## config.mk

```make
export PLATFORM = sky130hd
export DESIGN_NAME = instr_cycle_seq
export DESIGN_NICKNAME = d
export VERILOG_FILES = /design/src/rtl/seq_pkg.sv /design/src/rtl/seq_decode.sv /design/src/rtl/seq_fsm.sv /design/src/rtl/seq_pcu.sv /design/src/rtl/seq_memif.sv /design/src/rtl/instr_cycle_seq.sv
export SDC_FILE = /design/constraint.sdc
export NUM_CORES = 1
export LEC_CHECK = 0
export ABC_AREA = 1
export CAP_MARGIN = 25
export CORE_MARGIN = 1
export CORE_UTILIZATION = 50
export CTS_CLUSTER_SIZE = 24
export DETAILED_ROUTE_END_ITERATION = 7
export GPL_ROUTABILITY_DRIVEN = 0
export HOLD_SLACK_MARGIN = 0.12
export PLACE_DENSITY = 0.93
export REMOVE_ABC_BUFFERS = 1
export SYNTH_ARGS = -nofsm -noshare
export SYNTH_HDL_FRONTEND = slang
export SYNTH_SLANG_ARGS = --single-unit
```

## constraint.sdc

```tcl
create_clock -name clk_i -period 3.1 [get_ports clk_i]
set_input_delay 0.62 -clock clk_i [delete_from_list [all_inputs] [get_ports clk_i]]
set_output_delay 0.62 -clock clk_i [all_outputs]
set_load 0.02 [all_outputs]
```

## src/rtl/seq_pkg.sv

```systemverilog
`timescale 1ns/1ps
package seq_pkg;

  typedef enum logic [2:0] {
    PH_IAC = 3'd0,
    PH_IF  = 3'd1,
    PH_IOD = 3'd2,
    PH_OAC = 3'd3,
    PH_OF  = 3'd4,
    PH_DO  = 3'd5,
    PH_OS  = 3'd6,
    PH_INT = 3'd7
  } phase_e;

  typedef enum logic [1:0] {
    CL_REG   = 2'd0,
    CL_LOAD  = 2'd1,
    CL_STORE = 2'd2,
    CL_CTRL  = 2'd3
  } class_e;

  typedef struct packed {
    class_e cls;
    logic   two_opnd;
    logic   rti;
    logic   set_ie;
  } dec_t;

  localparam int OPC_NOP = 0;
  localparam int OPC_ALU = 1;
  localparam int OPC_LD  = 2;
  localparam int OPC_LD2 = 3;
  localparam int OPC_ST  = 4;
  localparam int OPC_JMP = 5;
  localparam int OPC_RTI = 6;
  localparam int OPC_EI  = 7;

endpackage

```

## src/rtl/seq_decode.sv

```systemverilog
`timescale 1ns/1ps
module seq_decode
  import seq_pkg::*;
#(
  parameter int OPC_W = 4
) (
  input  logic [OPC_W-1:0] opc_i,
  output dec_t             dec_o
);

  always_comb begin
    dec_o = '{cls: CL_REG, two_opnd: 1'b0, rti: 1'b0, set_ie: 1'b0};
    if (opc_i == OPC_W'(OPC_LD)) begin
      dec_o.cls = CL_LOAD;
    end else if (opc_i == OPC_W'(OPC_LD2)) begin
      dec_o.cls      = CL_LOAD;
      dec_o.two_opnd = 1'b1;
    end else if (opc_i == OPC_W'(OPC_ST)) begin
      dec_o.cls = CL_STORE;
    end else if (opc_i == OPC_W'(OPC_JMP)) begin
      dec_o.cls = CL_CTRL;
    end else if (opc_i == OPC_W'(OPC_RTI)) begin
      dec_o.cls = CL_CTRL;
      dec_o.rti = 1'b1;
    end else if (opc_i == OPC_W'(OPC_EI)) begin
      dec_o.set_ie = 1'b1;
    end
  end

endmodule

```

## src/rtl/seq_fsm.sv

```systemverilog
`timescale 1ns/1ps
module seq_fsm
  import seq_pkg::*;
(
  input  logic   clk_i,
  input  logic   rst_ni,
  input  logic   mem_ready_i,
  input  class_e cls_i,
  input  logic   two_opnd_i,
  input  logic   int_go_i,
  output phase_e phase_o,
  output logic   idx_o
);

  phase_e phase_q, phase_d, end_ph;
  logic   idx_q, idx_d;

  // next phase once an instruction has finished
  assign end_ph = int_go_i ? PH_INT : PH_IAC;

  always_comb begin
    phase_d = phase_q;
    idx_d   = idx_q;
    unique case (phase_q)
      PH_IAC: phase_d = PH_IF;
      PH_IF:  if (mem_ready_i) phase_d = PH_IOD;
      PH_IOD: begin
        idx_d = 1'b0;
        unique case (cls_i)
          CL_REG:            phase_d = PH_DO;
          CL_LOAD, CL_STORE: phase_d = PH_OAC;
          default:           phase_d = end_ph;
        endcase
      end
      PH_OAC: phase_d = (cls_i == CL_STORE) ? PH_OS : PH_OF;
      PH_OF: begin
        if (mem_ready_i) begin
          if (two_opnd_i && !idx_q) begin
            idx_d   = 1'b1;
            phase_d = PH_OAC;
          end else begin
            phase_d = PH_DO;
          end
        end
      end
      PH_DO:  phase_d = end_ph;
      PH_OS:  if (mem_ready_i) phase_d = end_ph;
      PH_INT: phase_d = PH_IAC;
      default: phase_d = PH_IAC;
    endcase
  end

  always_ff @(posedge clk_i or negedge rst_ni) begin
    if (!rst_ni) begin
      phase_q <= PH_IAC;
      idx_q   <= 1'b0;
    end else begin
      phase_q <= phase_d;
      idx_q   <= idx_d;
    end
  end

  assign phase_o = phase_q;
  assign idx_o   = idx_q;

endmodule

```

## src/rtl/seq_pcu.sv

```systemverilog
`timescale 1ns/1ps
module seq_pcu
  import seq_pkg::*;
#(
  parameter int              AW   = 8,
  parameter logic [AW-1:0]   IVEC = 'hE0
) (
  input  logic          clk_i,
  input  logic          rst_ni,
  input  phase_e        phase_i,
  input  logic          is_ctrl_i,
  input  logic          is_rti_i,
  input  logic          set_ie_i,
  input  logic [AW-1:0] field_i,
  input  logic          mem_ready_i,
  input  logic          irq_i,
  output logic [AW-1:0] pc_o,
  output logic [AW-1:0] epc_o,
  output logic          ie_o,
  output logic          int_go_o
);

  logic [AW-1:0] pc_q, epc_q;
  logic          ie_q, pend_q, ie_set;

  assign ie_set   = (phase_i == PH_IOD && is_rti_i) || (phase_i == PH_DO && set_ie_i);
  // enable as it will stand after this cycle, so a return can be followed at once
  assign int_go_o = pend_q && (ie_q || ie_set);

  always_ff @(posedge clk_i or negedge rst_ni) begin
    if (!rst_ni) begin
      pc_q   <= '0;
      epc_q  <= '0;
      ie_q   <= 1'b0;
      pend_q <= 1'b0;
    end else begin
      pend_q <= irq_i || (pend_q && phase_i != PH_INT);
      if (ie_set) ie_q <= 1'b1;
      unique case (phase_i)
        PH_IF:  if (mem_ready_i) pc_q <= pc_q + AW'(1);
        PH_IOD: if (is_ctrl_i) pc_q <= is_rti_i ? epc_q : field_i;
        PH_INT: begin
          epc_q <= pc_q;
          pc_q  <= IVEC;
          ie_q  <= 1'b0;
        end
        default: ;
      endcase
    end
  end

  assign pc_o  = pc_q;
  assign epc_o = epc_q;
  assign ie_o  = ie_q;

endmodule

```

## src/rtl/seq_memif.sv

```systemverilog
`timescale 1ns/1ps
module seq_memif
  import seq_pkg::*;
#(
  parameter int AW = 8,
  parameter int DW = 16
) (
  input  logic          clk_i,
  input  logic          rst_ni,
  input  phase_e        phase_i,
  input  logic          is_store_i,
  input  logic [AW-1:0] pc_i,
  input  logic [AW-1:0] field_i,
  input  logic          idx_i,
  input  logic          mem_ready_i,
  input  logic [DW-1:0] mem_rdata_i,
  input  logic [DW-1:0] store_data_i,
  output logic [AW-1:0] mar_o,
  output logic [DW-1:0] mbr_o,
  output logic [DW-1:0] ir_o,
  output logic          rd_o,
  output logic          wr_o
);

  logic [AW-1:0] mar_q;
  logic [DW-1:0] mbr_q, ir_q;

  always_ff @(posedge clk_i or negedge rst_ni) begin
    if (!rst_ni) begin
      mar_q <= '0;
      mbr_q <= '0;
      ir_q  <= '0;
    end else begin
      unique case (phase_i)
        PH_IAC: mar_q <= pc_i;
        PH_IF:  if (mem_ready_i) ir_q <= mem_rdata_i;
        PH_OAC: begin
          mar_q <= field_i + AW'(idx_i);
          if (is_store_i) mbr_q <= store_data_i;
        end
        PH_OF:  if (mem_ready_i) mbr_q <= mem_rdata_i;
        default: ;
      endcase
    end
  end

  assign rd_o  = (phase_i == PH_IF) || (phase_i == PH_OF);
  assign wr_o  = (phase_i == PH_OS);
  assign mar_o = mar_q;
  assign mbr_o = mbr_q;
  assign ir_o  = ir_q;

endmodule

```

## src/rtl/instr_cycle_seq.sv

```systemverilog
`timescale 1ns/1ps
module instr_cycle_seq
  import seq_pkg::*;
#(
  parameter int            AW    = 8,
  parameter int            DW    = 16,
  parameter int            OPC_W = 4,
  parameter logic [AW-1:0] IVEC  = 'hE0
) (
  input  logic          clk_i,
  input  logic          rst_ni,
  input  logic          irq_i,
  input  logic          mem_ready_i,
  input  logic [DW-1:0] mem_rdata_i,
  input  logic [DW-1:0] store_data_i,
  output logic [AW-1:0] mem_addr_o,
  output logic          mem_rd_o,
  output logic          mem_wr_o,
  output logic [DW-1:0] mem_wdata_o,
  output logic [AW-1:0] pc_o,
  output logic [DW-1:0] ir_o,
  output logic [AW-1:0] epc_o,
  output logic [2:0]    phase_o,
  output logic          alu_en_o,
  output logic          int_ack_o,
  output logic          int_en_o
);

  localparam int OPC_LSB = DW - OPC_W;

  phase_e        phase;
  dec_t          dec;
  logic          idx, int_go;
  logic [DW-1:0] ir;
  logic [AW-1:0] field, pc;

  assign field = ir[AW-1:0];

  seq_decode #(.OPC_W(OPC_W)) i_decode (
    .opc_i (ir[DW-1:OPC_LSB]),
    .dec_o (dec)
  );

  seq_fsm i_fsm (
    .clk_i       (clk_i),
    .rst_ni      (rst_ni),
    .mem_ready_i (mem_ready_i),
    .cls_i       (dec.cls),
    .two_opnd_i  (dec.two_opnd),
    .int_go_i    (int_go),
    .phase_o     (phase),
    .idx_o       (idx)
  );

  seq_pcu #(.AW(AW), .IVEC(IVEC)) i_pcu (
    .clk_i       (clk_i),
    .rst_ni      (rst_ni),
    .phase_i     (phase),
    .is_ctrl_i   (dec.cls == CL_CTRL),
    .is_rti_i    (dec.rti),
    .set_ie_i    (dec.set_ie),
    .field_i     (field),
    .mem_ready_i (mem_ready_i),
    .irq_i       (irq_i),
    .pc_o        (pc),
    .epc_o       (epc_o),
    .ie_o        (int_en_o),
    .int_go_o    (int_go)
  );

  seq_memif #(.AW(AW), .DW(DW)) i_memif (
    .clk_i        (clk_i),
    .rst_ni       (rst_ni),
    .phase_i      (phase),
    .is_store_i   (dec.cls == CL_STORE),
    .pc_i         (pc),
    .field_i      (field),
    .idx_i        (idx),
    .mem_ready_i  (mem_ready_i),
    .mem_rdata_i  (mem_rdata_i),
    .store_data_i (store_data_i),
    .mar_o        (mem_addr_o),
    .mbr_o        (mem_wdata_o),
    .ir_o         (ir),
    .rd_o         (mem_rd_o),
    .wr_o         (mem_wr_o)
  );

  assign pc_o      = pc;
  assign ir_o      = ir;
  assign phase_o   = phase;
  assign alu_en_o  = (phase == PH_DO);
  assign int_ack_o = (phase == PH_INT);

endmodule

```

---- Word-level counts from Yosys, hierarchy flattened ----
Index checks and enable logic that the tools add are counted.
cells by class
  add/subtract/negate cells ............... 2
  eq/ne operators ......................... 23
  muxes and demuxes ....................... 34
  reduce and logical (&&, ||, !) cells .... 23
operator list
  cell                   count
  $mux W16               2
  $pmux W16 S2           1
  $mux W8                3
  $pmux W3 S8            1
  $pmux W8 S3            1
  $mux W2                9
  $mux W3                6
  $eq A4 B3 Y1 const B   4
  $pmux W8 S2            1
  $eq A3 B3 Y1 const B   4
  $reduce_and A3 Y1      4
  $add A8 B1 Y8          1
  $add A8 B1 Y8 const B  1
  $eq A4 B2 Y1 const B   2
  $mux W1                8
  $reduce_bool A2 Y1     4
  $eq A3 B2 Y1 const B   2
  $ne A2 B1 Y1 const B   3
  $ne A2 B2 Y1 const B   3
  $pmux W3 S2            1
  $logic_and A1 B1 Y1    5
  $eq A2 B2 Y1 const B   2
  $logic_or A1 B1 Y1     4
  $eq A3 B1 Y1 const B   1
  other kinds (9)        9
word-level totals
  register bits ........................... 62
  bits of input ports ..................... 36
  output and inout bits ................... 64
  logic and storage cells ................. 91

---- Depth between registers and ports, before layout ----
  depth after elaboration ................. 14
  depth in mapped cells ................... 15
  mapped depth without buffers ............ 15

---- Modules after synthesis ----
Synthesis repeated with hierarchy kept, for this count alone.
second synthesis, totals
  cells, all modules ...................... 508
  area, all modules ....................... 3622.2 um^2
by module, submodules not included
  module           instances  cells each  area each (um^2)  seq. area each (um^2)
  seq_memif        1          261         2030.7            1001.0
  seq_pcu          1          168         1147.4            450.4
  seq_fsm          1          55          349.1             100.1
  seq_decode       1          16          65.1              0.0
  instr_cycle_seq  1          8           30.0              0.0

---- Least setup slack after synthesis ----
OpenSTA, ideal clock, no wires.
  kind .................................... reg2reg
  start point ............................. reg i_memif.ir_q[15], in the netlist i_memif.ir_o[15]
  end point ............................... reg i_pcu.pc_q[5], in the netlist i_pcu.pc_o[5]
  arrival time ............................ 1.817 ns
  slack ................................... 1.146 ns
  cell stages (with the launch flop) ...... 14
  path buffers ............................ 0
  period minus slack after synthesis ...... 1.954 ns
  cell sequence ........................... dfrtp_1 > inv_1 > nand2_1 > nor2_1 > inv_1 > a21oi_1 > a21oi_1 > inv_1 > ha_1 > inv_1 > nand2_1 > nand2_1 > nor3_1 > a31oi_1
on the way
  longest elaborated chain between the ends .. 9
RTL lines
  element                                                            RTL line                              text
  start: declaration                                                 seq_memif.sv:26                       logic [DW-1:0] mbr_q, ir_q;
  start signal: assignment                                           seq_memif.sv:36                       PH_IF: if (mem_ready_i) ir_q <= mem_rdata_i;
  $eq A4 B3 Y1                                                       seq_decode.sv:22                      end else if (opc_i == OPC_W'(OPC_RTI)) begin
  $mux W2 or $mux W1 (tied branches)                                 seq_decode.sv:22
  $mux W2                                                            seq_decode.sv:20                      end else if (opc_i == OPC_W'(OPC_JMP)) begin
  $mux W2                                                            seq_decode.sv:18                      end else if (opc_i == OPC_W'(OPC_ST)) begin
  $mux W2                                                            seq_decode.sv:15                      end else if (opc_i == OPC_W'(OPC_LD2)) begin
  $mux W2 or $mux W3 (tied branches)                                 seq_decode.sv:13                      if (opc_i == OPC_W'(OPC_LD)) begin
  $eq A2 B2 Y1 or $mux W8 (tied branches)                            instr_cycle_seq.sv:59, seq_pcu.sv:41
  $ne A2 B1 Y1 (no source line) or $mux W8 (tied branches)           -
  $reduce_and A3 Y1 (no source line) or $pmux W8 S3 (tied branches)  -
  end signal: assignment                                             seq_pcu.sv:40                         PH_IF: if (mem_ready_i) pc_q <= pc_q + AW'(1);
  end signal: assignment                                             seq_pcu.sv:41                         PH_IOD: if (is_ctrl_i) pc_q <= is_rti_i ? epc_q : field_i;
  end: declaration                                                   seq_pcu.sv:23                         logic [AW-1:0] pc_q, epc_q;
Parallel ways exist; a longest one is shown, timed or not. The select of a mux whose other input is x is not followed.
A chain may end at the register's enable or synchronous reset.

---- Worst setup path in the final report ----
  start point ............................. reg i_fsm.phase_q[2], in the netlist i_fsm.phase_o[2]
  end point ............................... out int_ack_o
on the way
  longest elaborated chain between the ends .. 1
RTL lines
  element                   RTL line               text
  start: declaration        seq_fsm.sv:15          phase_e phase_q, phase_d, end_ph;
  start signal: assignment  seq_fsm.sv:58          phase_q <= phase_d;
  $eq A3 B3 Y1              instr_cycle_seq.sv:93  assign int_ack_o = (phase == PH_INT);
  end: declaration          instr_cycle_seq.sv:25  output logic int_ack_o,
No other way between the ends.

==> metrics.txt <==
# TYPE chip_impl_metric gauge
chip_impl_metric{name="vias_in_the_first_global_route",unit=""} 3202
chip_impl_metric{name="post_synthesis_cell_type_count",unit=""} 32
chip_impl_metric{name="gr_util_met3",unit="%"} 4.44
chip_impl_info{name="setup.worst_path.class",value="register to output port"} 1
chip_impl_metric{name="antenna-diode-count",unit=""} 0
chip_impl_metric{name="post_cts.resized_instances",unit=""} 0
chip_impl_metric{name="finalClockSkew",unit="ps"} 8.70
chip_impl_metric{name="areaGrowthSynthToFinish",unit="%"} 37.6
chip_impl_info{name="timing.critical_path.from_type",value="register"} 1
chip_impl_metric{name="netlist_instances",unit=""} 395
chip_impl_info{name="worstHoldPathType",value="input port to asynchronous set/reset pin"} 1
chip_impl_metric{name="arrival",unit="ps"} 1930
chip_impl_metric{name="cts-hold-fix-buffers",unit=""} 0
chip_impl_metric{name="gr-total-overflow",unit=""} 0
chip_impl_info{name="clk_root_buffer_cell",value="clkbuf_8"} 1
chip_impl_metric{name="globalRouteTotalUtil",unit="%"} 29.7
chip_impl_metric{name="number_of_synthesized_flops_with_an_enable_pin",unit=""} 0
chip_impl_metric{name="clk_pin_slew_worst_paths",unit="ps"} 80
chip_impl_metric{name="yosysWarningCount",unit=""} 0
chip_impl_metric{name="n_fill_cell",unit=""} 427
chip_impl_metric{name="worstSkewPairLatency",unit="ps"} 350
chip_impl_metric{name="die_y",unit="um"} 81.9
chip_impl_info{name="post_synth_main_area_contributors",value="dfrtp_1 49%, nand2_1 12%, nor2_1 6.4%"} 1
chip_impl_metric{name="fin_crit_sh",unit="%"} 82.2
chip_impl_metric{name="worstPathMaxFanout",unit=""} 21
chip_impl_metric{name="h-tree-depth",unit=""} 3
chip_impl_metric{name="multi_input_comb_area",unit="sq um"} 1410
chip_impl_metric{name="timing.final.max_slew_violations",unit=""} 0
chip_impl_metric{name="slew_headroom",unit="%"} 46.1
chip_impl_metric{name="drtAntennaViolNets",unit=""} 0
chip_impl_metric{name="drt-wirelength-per-cell",unit="um"} 16.2
chip_impl_metric{name="wl",unit="mm"} 9.34
chip_impl_metric{name="synthDominantCellAreaShare",unit="%"} 48.6
chip_impl_metric{name="firstDrtPassIters",unit=""} 6
chip_impl_metric{name="fin_setup_tns",unit="ps"} 0
chip_impl_metric{name="worst_pin_slew",unit="ps"} 807
chip_impl_metric{name="final.min_clock_period",unit="ps"} 2550
chip_impl_metric{name="synthesis.area",unit="sq um"} 3190
chip_impl_metric{name="synth_seq_area_share",unit="%"} 48.6
chip_impl_metric{name="chipWidth",unit="um"} 81.9
chip_impl_metric{name="initial_core_utilization",unit="%"} 52.9
chip_impl_info{name="setup_repair_after_global_routing_missed_its_margin",value="false"} 1
chip_impl_metric{name="synth-async-reset-ratio",unit="%"} 100
chip_impl_metric{name="postLayoutCoreUtil",unit="%"} 72.9
chip_impl_metric{name="power.density",unit="nW/um^2"} 1100
chip_impl_metric{name="use_met2",unit="%"} 52.1
chip_impl_metric{name="dr_total_vias",unit=""} 3265
chip_impl_info{name="grt-busiest-layer",value="met2"} 1
chip_impl_info{name="ys.flop_type",value="dfrtp_1"} 1
chip_impl_metric{name="report.final.hold_viol_count",unit=""} 0
chip_impl_metric{name="design.final.nets",unit=""} 539
chip_impl_metric{name="number_of_buffers_added_for_setup_after_cts",unit=""} 0
chip_impl_metric{name="maxCapViolCount",unit=""} 0
chip_impl_metric{name="detailed_place_hpwl",unit="mm"} 6.88
chip_impl_metric{name="grt_start_max_net_pins",unit=""} 33
chip_impl_metric{name="leakagePower",unit="nW"} 2.01
chip_impl_metric{name="numClockSinks",unit=""} 62
chip_impl_info{name="cell_type_with_the_largest_total_area_after_synthesis",value="dfrtp_1"} 1
chip_impl_metric{name="numCtsBuffers",unit=""} 9
chip_impl_metric{name="setup-violations-final",unit=""} 0
chip_impl_metric{name="fp.dieArea",unit="sq um"} 6700
chip_impl_info{name="tritoncts",value="done"} 1
chip_impl_metric{name="grt_pass1_wl",unit="mm"} 14.8
chip_impl_metric{name="vias_per_cell",unit=""} 5.67
chip_impl_metric{name="postSynthRegisterBits",unit=""} 62
chip_impl_info{name="status",value="completed"} 1
chip_impl_metric{name="pin_count",unit=""} 100
chip_impl_metric{name="seqCellArea",unit="sq um"} 1550
chip_impl_metric{name="io_buffer_count",unit=""} 99
chip_impl_metric{name="std_cell_rows",unit=""} 28
chip_impl_metric{name="max_freq",unit="MHz"} 392
chip_impl_info{name="crit_path_end_kind",value="output port"} 1
chip_impl_metric{name="core_region_area",unit="sq um"} 6030
chip_impl_metric{name="p_total",unit="W"} 0.00483
chip_impl_metric{name="cts.path.max_buffers",unit=""} 2
chip_impl_metric{name="post_route_cells_drive_above_1_share",unit="%"} 8.18
chip_impl_metric{name="number_of_antenna_violations_at_the_first_check_in_global_routing",unit=""} 0
chip_impl_metric{name="synthesis.area_per_instance",unit="sq um"} 8.08
chip_impl_metric{name="post_detailed_route_drc_marker_count",unit=""} 0
chip_impl_metric{name="grt_util_met1",unit="%"} 34.4
chip_impl_metric{name="drt_iter0_drc",unit=""} 326
chip_impl_metric{name="required",unit="ps"} 2480
chip_impl_metric{name="vdd.ir_drop.worst",unit="uV"} 662
==> metal layers <==
metal | up-vias | routed length, um
met5 | - | 0
met4 | 0 | 308
met3 | 33 | 497
met2 | 154 | 4860
met1 | 1584 | 3680
li1 | 1494 | -
==> synth_stat cells (4+ instances only) <==
cell,n
nor2_2,4
nand3_1,12
xor2_1,5
dfrtp_1,62
buf_2,5
nor2_1,54
mux2_1,5
a31oi_1,20
nand2_1,104
o21ai_0,27
o211ai_1,5
a21oi_1,20
ha_1,6
inv_1,33
==> final timing paths <==
kind | cells past startpoint | endpoint | start | slack [ps]
max in group asynchronous | 2 | i_pcu.epc_o[5] | rst_ni | 2140
setup / recovery | 4 | int_ack_o | i_fsm.phase_o[2] | 550
hold / removal | 1 | i_memif.mbr_o[5] | rst_ni | 260
min in group clk_i | 2 | i_memif.mar_o[6] | i_memif.mar_o[6] | 490
hold reg to reg | 2 | i_memif.mar_o[6] | i_memif.mar_o[6] | 490
setup reg to reg | 15 | i_pcu.pc_o[2] | i_memif.ir_o[15] | 750
==> registers in the layout, summed over array words and instances, names as in the netlist <==
signal	cells
i_memif.mar_o	8
i_memif.mbr_o	16
i_pcu.ie_o	1
i_fsm.idx_o	1
i_pcu.pc_o	8
i_pcu.epc_o	8
i_pcu.pend_q	1
i_fsm.phase_o	3
i_memif.ir_o	16
==> layout by cell type (no fill, tap or decap), drive strengths merged, types with 9 or more instances in the layout <==
master,instances
nand3,14
clkbuf,9
clkdlybuf4s50,98
inv,37
a21oi,20
nor2,60
nand2,107
o21ai,30
a31oi,20
dfrtp,62
==> metrics by stage <==
stage	std cells	area (sq um)	hold slack, ps	setup slack [ps]
2_1_floorplan	382	3110	324	866
3_3_place_gp	561	4230	464	917
3_5_place_dp	561	4230	479	834
4_1_cts	576	4390	263	561
5_1_grt	576	4390	298	453
6_report	576	4390	259	552
==> critical path, cell delays in order (launching register included) <==
cell             delay (ps)
dfrtp_1                 520
nand3_1                 120
buf_4                   220
inv_1                   100
clkdlybuf4s50_1         620
==> logic make-up (layout without fill, tap and decap cells) <==
| family | after synthesis | count (layout) | share of synthesized area (%) |
|---|---|---|---|
| multiplexers | 8 | 8 | 2.82 |
| AND/OR/NAND/NOR | 185 | 185 | 24.0 |
| AO/OA/AOI/OAI | 78 | 78 | 13.8 |
| buffers and inverters | 51 | 157 | 7.10 |
| adder cells (fa/ha/maj) | 6 | 6 | 2.35 |
| XOR/XNOR | 5 | 5 | 1.37 |
| flip-flops | 62 | 62 | 48.6 |
==> layout make-up <==
type | instances | share of cell area [%]
clock buffer | 9 | 2.82
clock inverter | 6 | 0.912
inverter | 38 | 3.31
multi-input combinational | 282 | 32.2
sequential | 62 | 35.3
tap | 75 | 2.14
timing repair buffer | 104 | 23.3
==> report_power, final <==
group,switching (W),internal [W],total [W],leakage (nW)
combinational,0.00156,0.00113,0.00269,1.20
sequential,0.000342,0.00119,0.00153,0.734
clock,0.000324,0.000282,0.000605,0.0731
total,0.00222,0.00260,0.00483,2.01
No activity file was read; power rests on OpenSTA's default activity.
